===== src/rtl/irqv_pkg.sv =====
package irqv_pkg;
  localparam int N_PAIR = 2;
  localparam int N_SRC = 2 * N_PAIR + 1;
  localparam int N_FLAG = N_SRC + 1;
  localparam int IDX_W = $clog2(N_SRC);

  typedef struct packed {
    logic [N_PAIR-1:0] clrExt;
    logic [N_PAIR-1:0] clrTmr;
  } ackStrobe_t;
endpackage


===== src/rtl/irqv_flags.sv =====
module irqv_flags
  import irqv_pkg::*;
#(
  parameter int ADDR_W = 16,
  parameter int VEC_BASE = 3,
  parameter int VEC_STRIDE = 8
) (
  input  logic                clk,
  input  logic                rstN,
  input  logic [N_PAIR-1:0]   extInN,
  input  logic [N_PAIR-1:0]   extEdgeMode,
  input  logic [N_PAIR-1:0]   tmrOvf,
  input  logic                serTxDone,
  input  logic                serRxDone,
  input  logic                serTxClr,
  input  logic                serRxClr,
  input  logic [N_SRC-1:0]    srcEn,
  input  logic                globalEn,
  input  ackStrobe_t          ackS,
  output logic                anyReq,
  output logic [IDX_W-1:0]    reqIdx,
  output logic [ADDR_W-1:0]   rawVec,
  output logic [N_FLAG-1:0]   flags
);
  logic [N_PAIR-1:0] extPrev;
  logic [N_PAIR-1:0] extFlag;
  logic [N_PAIR-1:0] tmrFlag;
  logic serTxFlag, serRxFlag;
  logic [N_SRC-1:0] req;

  always_ff @(posedge clk or negedge rstN) begin
    if (!rstN) extPrev <= '1;
    else       extPrev <= extInN;
  end

  for (genvar k = 0; k < N_PAIR; k++) begin : g_pair
    always_ff @(posedge clk or negedge rstN) begin
      if (!rstN) begin
        extFlag[k] <= 1'b0;
      end else if (!extEdgeMode[k]) begin
        extFlag[k] <= ~extInN[k];
      end else if (extPrev[k] && !extInN[k]) begin
        extFlag[k] <= 1'b1;
      end else if (ackS.clrExt[k]) begin
        extFlag[k] <= 1'b0;
      end
    end

    always_ff @(posedge clk or negedge rstN) begin
      if (!rstN)              tmrFlag[k] <= 1'b0;
      else if (tmrOvf[k])     tmrFlag[k] <= 1'b1;
      else if (ackS.clrTmr[k]) tmrFlag[k] <= 1'b0;
    end

    assign req[2*k]   = extFlag[k] & srcEn[2*k];
    assign req[2*k+1] = tmrFlag[k] & srcEn[2*k+1];
    assign flags[2*k]   = extFlag[k];
    assign flags[2*k+1] = tmrFlag[k];

    p_tmr_clear_r6: assert property (@(posedge clk) disable iff (!rstN)
      (ackS.clrTmr[k] && !tmrOvf[k]) |=> !tmrFlag[k]);
    p_level_track_r8: assert property (@(posedge clk) disable iff (!rstN)
      !extEdgeMode[k] |=> (extFlag[k] == !$past(extInN[k])));
  end

  always_ff @(posedge clk or negedge rstN) begin
    if (!rstN) begin
      serTxFlag <= 1'b0;
      serRxFlag <= 1'b0;
    end else begin
      if (serTxDone)     serTxFlag <= 1'b1;
      else if (serTxClr) serTxFlag <= 1'b0;
      if (serRxDone)     serRxFlag <= 1'b1;
      else if (serRxClr) serRxFlag <= 1'b0;
    end
  end

  assign req[N_SRC-1] = (serTxFlag | serRxFlag) & srcEn[N_SRC-1];
  assign flags[N_SRC-1] = serTxFlag;
  assign flags[N_SRC]   = serRxFlag;

  always_comb begin
    reqIdx = '0;
    for (int i = N_SRC - 1; i >= 0; i--) begin
      if (req[i]) reqIdx = IDX_W'(i);
    end
  end

  assign anyReq = globalEn & (|req);
  assign rawVec = anyReq ? ADDR_W'(VEC_BASE + VEC_STRIDE * int'(reqIdx)) : '0;

  p_ser_tx_hold_r9: assert property (@(posedge clk) disable iff (!rstN)
    (serTxFlag && !serTxClr) |=> serTxFlag);
  p_ser_rx_hold_r9: assert property (@(posedge clk) disable iff (!rstN)
    (serRxFlag && !serRxClr) |=> serRxFlag);
endmodule


===== src/rtl/irqv_ctrl.sv =====
module irqv_ctrl
  import irqv_pkg::*;
(
  input  logic             clk,
  input  logic             rstN,
  input  logic             anyReq,
  input  logic [IDX_W-1:0] reqIdx,
  input  logic             cpuAck,
  input  logic             retiPulse,
  input  logic             retPlain,
  output logic             callReq,
  output logic             inService,
  output ackStrobe_t       ackS
);
  logic take;

  assign callReq = anyReq & ~inService;
  assign take = callReq & cpuAck;

  for (genvar k = 0; k < N_PAIR; k++) begin : g_clr
    assign ackS.clrExt[k] = take && (reqIdx == IDX_W'(2*k));
    assign ackS.clrTmr[k] = take && (reqIdx == IDX_W'(2*k+1));
  end

  always_ff @(posedge clk or negedge rstN) begin
    if (!rstN)          inService <= 1'b0;
    else if (take)      inService <= 1'b1;
    else if (retiPulse) inService <= 1'b0;
  end

  p_ack_enters_r5: assert property (@(posedge clk) disable iff (!rstN)
    (callReq && cpuAck) |=> inService);
  p_reti_leaves_r10: assert property (@(posedge clk) disable iff (!rstN)
    (inService && retiPulse) |=> !inService);
  p_plain_ret_r10: assert property (@(posedge clk) disable iff (!rstN)
    (inService && retPlain && !retiPulse) |=> inService);
  p_one_clear_r6: assert property (@(posedge clk) disable iff (!rstN)
    $onehot0(ackS));
endmodule


===== src/rtl/irq_vector_ctrl.sv =====
module irq_vector_ctrl
  import irqv_pkg::*;
#(
  parameter int ADDR_W = 16,
  parameter int VEC_BASE = 3,
  parameter int VEC_STRIDE = 8
) (
  input  logic              clk,
  input  logic              rstN,
  input  logic [1:0]        extInN,
  input  logic [1:0]        extEdgeMode,
  input  logic [1:0]        tmrOvf,
  input  logic              serTxDone,
  input  logic              serRxDone,
  input  logic              serTxClr,
  input  logic              serRxClr,
  input  logic [4:0]        srcEn,
  input  logic              globalEn,
  input  logic              cpuAck,
  input  logic              retiPulse,
  input  logic              retPlain,
  output logic              callReq,
  output logic [ADDR_W-1:0] vecAddr,
  output logic              inService,
  output logic [5:0]        irqFlags
);
  ackStrobe_t ackS;
  logic anyReq;
  logic [IDX_W-1:0] reqIdx;
  logic [ADDR_W-1:0] rawVec;

  irqv_flags #(.ADDR_W(ADDR_W), .VEC_BASE(VEC_BASE), .VEC_STRIDE(VEC_STRIDE)) u_flags (
    .clk(clk), .rstN(rstN), .extInN(extInN), .extEdgeMode(extEdgeMode),
    .tmrOvf(tmrOvf), .serTxDone(serTxDone), .serRxDone(serRxDone),
    .serTxClr(serTxClr), .serRxClr(serRxClr), .srcEn(srcEn), .globalEn(globalEn),
    .ackS(ackS), .anyReq(anyReq), .reqIdx(reqIdx), .rawVec(rawVec), .flags(irqFlags)
  );

  irqv_ctrl u_ctrl (
    .clk(clk), .rstN(rstN), .anyReq(anyReq), .reqIdx(reqIdx), .cpuAck(cpuAck),
    .retiPulse(retiPulse), .retPlain(retPlain), .callReq(callReq),
    .inService(inService), .ackS(ackS)
  );

  assign vecAddr = callReq ? rawVec : '0;

  p_gated_r4: assert property (@(posedge clk) disable iff (!rstN)
    callReq |-> globalEn);
endmodule


===== config.mk =====
export PLATFORM = sky130hd
export DESIGN_NAME = irq_vector_ctrl
export DESIGN_NICKNAME = d
export VERILOG_FILES = /design/src/rtl/irqv_pkg.sv /design/src/rtl/irqv_flags.sv /design/src/rtl/irqv_ctrl.sv /design/src/rtl/irq_vector_ctrl.sv
export SDC_FILE = /design/constraint.sdc
export NUM_CORES = 1
export LEC_CHECK = 0
export ABC_AREA = 1
export BUFFER_PORTS_ARGS = -buffer_cell sky130_fd_sc_hd__buf_2
export CAP_MARGIN = 20
export CORE_MARGIN = 4
export CORE_UTILIZATION = 45
export CTS_BUF_LIST = sky130_fd_sc_hd__clkbuf_8
export CTS_CLUSTER_SIZE = 12
export DETAILED_ROUTE_END_ITERATION = 12
export PLACE_DENSITY = 0.8
export SLEW_MARGIN = 20
export SYNTH_ARGS = -nofsm -noshare
export SYNTH_HDL_FRONTEND = slang
export SYNTH_HIERARCHICAL = 1
export SYNTH_SLANG_ARGS = --single-unit

===== constraint.sdc =====
create_clock -name clk -period 2.4 [get_ports clk]
set_input_delay 0.72 -clock clk [delete_from_list [all_inputs] [get_ports clk]]
set_output_delay 0.72 -clock clk [all_outputs]
set_load 0.01 [all_outputs]

==> impl_metrics.toml <==
[pwr]
p_per_area_mw_per_mm2 = 480
leakage_nw = 0.714
finalPower_uw = 496
worst_ir_drop_vdd_mv = 0.421

[setup_path]
cp_max_fo = 8
r2r_end = "u_flags/flags[0]$_DFFE_PN0P_"
required_ns = 1.68
cp-endpoint = "vecAddr[1]"
cpPeakStageDelay_ns = 0.19
rr_worst_depth = 9
worstReg2RegStart = "u_flags/flags[0]$_DFFE_PN0P_"
r2r_setup_slack_ns = 0.85
start_kind = "input pin"
cp_common_cell = "nand2_2"
end_kind = "output port"
worstSetupPathType = "in2out"
crit_slowest_cell = "nor2_4"
worst_ep_arrival_time_ns = 1.62
crit_path_cell_trace = "buf_6 -> nand2_2 -> nand2_2 -> nor2_2 -> nand2_1 -> nand2_2 -> inv_2 -> inv_2 -> nor2_4 -> nand2_1 -> inv_1 -> buf_2"
crit_path_start = "srcEn[3]"

[drt]
drt_iter0_drc = 3
drtPass1Iterations = 3
viasPerCell = 4.19
drc = 0
wirelength_um = 1690
num_vias = 741
wl_per_cell_um = 9.55
antenna_left = 0

[cts]
cts_tree = "done"
cts_buffers = 3
clkLatencyLatePin_ns = 0.23
ctsLongestPathBuffers = 2
cts.sinks = 9
cts.clk_slew.worst_paths_ns = 0.04
cts_htree_levels = 1
clock-root-buffer = "clkbuf_8"

[floorplanning]
io_pins = 45
start_util_pct = 50.2
design.die.area_mm2 = 0.00252
die-width_um = 50.2
core_mm2 = 0.00159
rows = 14
dieHeight_um = 50.2

[finish]
syn2layout_area_growth_pct = 29.3
multi_input_area_um2 = 360
fillers = 158
drive_gt1_share_pct = 43.8
fin_cells = 177
fin_nets = 175
antenna_cells = 0
final-seq-area_um2 = 228

[global_routing]
antenna_found_initial = 0
grt_pass1_vias = 682
gr-total-overflow = 0
grt_pass1_wl_um = 2590
track_usage_pct = 13.3
grt_max_degree = 10

[synth]
yosysWarnings = 6
synth_top_area_cell = "dfrtp_1"
synthFlopType = "dfrtp_1"
yosysSeqAreaShare_pct = 28.5
async_flop_share_pct = 100
synthesis.area_um2 = 800
synth_cell_type_count = 19
syn_avg_cell_area_um2 = 6.83
synth-edff-count = 0
synth_top_area_share_pct = 21.9
synth-seq-cells = 9
syn_inst = 117
synthTopCellsByArea = "dfrtp_1 22%, inv_1 15%, buf_4 14%"

[placed_design]
dp_slack_ns = 0.00568
gp_congestion = 0.785
dp_cells = 169
port_buffers = 32
dpl.hpwl_um = 1360

[sta]
setup_violations = 0
worst_slack_ns = 0.0570
rsz0062_at_grt = "yes"
period_needed_ns = 2.34
layout_worst_path_cycle_share_pct = 97.6
skew_ns = 0.00333
slew_violations = 0
fin_tns_setup_ns = 0
hold_violations = 0
fmaxAchievable_mhz = 427

[run]
drv_cap = 0

[min_path]
hold_class = "in2async"

[outcome]
status = "finished, final reports clean"
==> per-stage QoR <==
stage | hold slack [ns] | area [µm²] | util (%)
2_1_floorplan | 0.424 | 845 | -
3_3_place_gp | 0.498 | 913 | 57.3
3_5_place_dp | 0.512 | 913 | 57.3
4_1_cts | 0.333 | 958 | 60.1
5_1_grt | 0.337 | 1030 | 64.8
6_report | 0.331 | 1030 | 64.8
==> cell families (layout without fill, tap and decap cells) <==
kind of cell / after synthesis / in the layout / share of synthesized area, %
and+or+nand+nor: 51 / 51 / 30.0
buffers and inverters: 49 / 75 / 33.0
DFF: 9 / 9 / 28.5
AOI/OAI and AO/OA: 7 / 7 / 7.98
other: 1 / 11 / 0.469
==> flip-flops by register name, indices dropped and copies added, names as in the netlist <==
register and count:
u_ctrl/inService 1, u_flags/extPrev 2, u_flags/flags 4, u_flags/serRxFlag 1, u_flags/serTxFlag 1
==> layout make-up <==
class                   instances  area share [%]
clock inverters                 1           0.363
flip-flops and latches          9            22.0
multi-input cells              69            34.9
repair buffers                 39            24.2
inverters                      32            11.6
well taps                      24            2.91
clock buffers                   3            4.00
==> worst max-delay path: cells and delay by family <==
kind,cells,cell delay [ns]
buf+inv,5,0.34
simple gates,7,0.57
==> timing repair <==
item                                    CTS  global route
hold buffers                              0             0
resized for setup                         0            12
endpoints found under the setup margin    0             6
setup buffers                             0             4
endpoints found under the hold margin     0             0
==> worst min path at each step <==
stage | from | to | slack, ns | depth (start not counted)
after global placement | u_flags/flags[0]$_DFFE_PN0P_ | u_flags/flags[0]$_DFFE_PN0P_ | 0.50 | 1
after floorplan | rstN | u_ctrl/inService$_DFFE_PN0P_ | 0.42 | 0
final | rstN | u_flags/flags[1]$_DFFE_PN0P_ | 0.33 | 1
after CTS | rstN | u_flags/flags[1]$_DFFE_PN0P_ | 0.33 | 1
after global routing | rstN | u_flags/flags[2]$_DFFE_PN0P_ | 0.34 | 1
after detailed placement | u_flags/flags[0]$_DFFE_PN0P_ | u_flags/flags[0]$_DFFE_PN0P_ | 0.51 | 1
==> cell usage after synthesis (2+ instances only) <==
cell type  instances
inv_1             31
nand2_1           23
dfstp_2            2
nand3_1            2
o21bai_1           4
buf_4             15
dfrtp_1            7
nor2_2             3
o2bb2ai_1          2
nand2_2            9
nor2_1            11
==> layout by cell type, fill, tap and decap left out, drive strengths merged <==
| cell type | instances |
|---|---|
| buf | 39 |
| inv | 33 |
| nand2 | 32 |
| nor2 | 14 |
| conb | 11 |
| dfrtp | 7 |
| o21bai | 4 |
| clkbuf | 3 |
| nand3 | 3 |
| o2bb2ai | 2 |
| dfstp | 2 |
| o21ai | 1 |
| nor3 | 1 |
| nor3b | 1 |
==> metal layers <==
metal	track usage [%]	wire length, µm	up-vias
li1	-	-	378
met1	12.2	620	328
met2	25.2	897	30
met3	3.85	138	5
met4	8.29	34	0
met5	0	0	-
==> report_power, final <==
group	total, mW	switching, mW	internal [mW]	leakage [nW]
Sequential	0.175	0.0112	0.164	0.0961
Clock	0.169	0.0577	0.111	0.0269
Combinational	0.151	0.0859	0.0655	0.591
Total	0.496	0.155	0.341	0.714
Note: power is estimated with default switching activity, not from simulation.
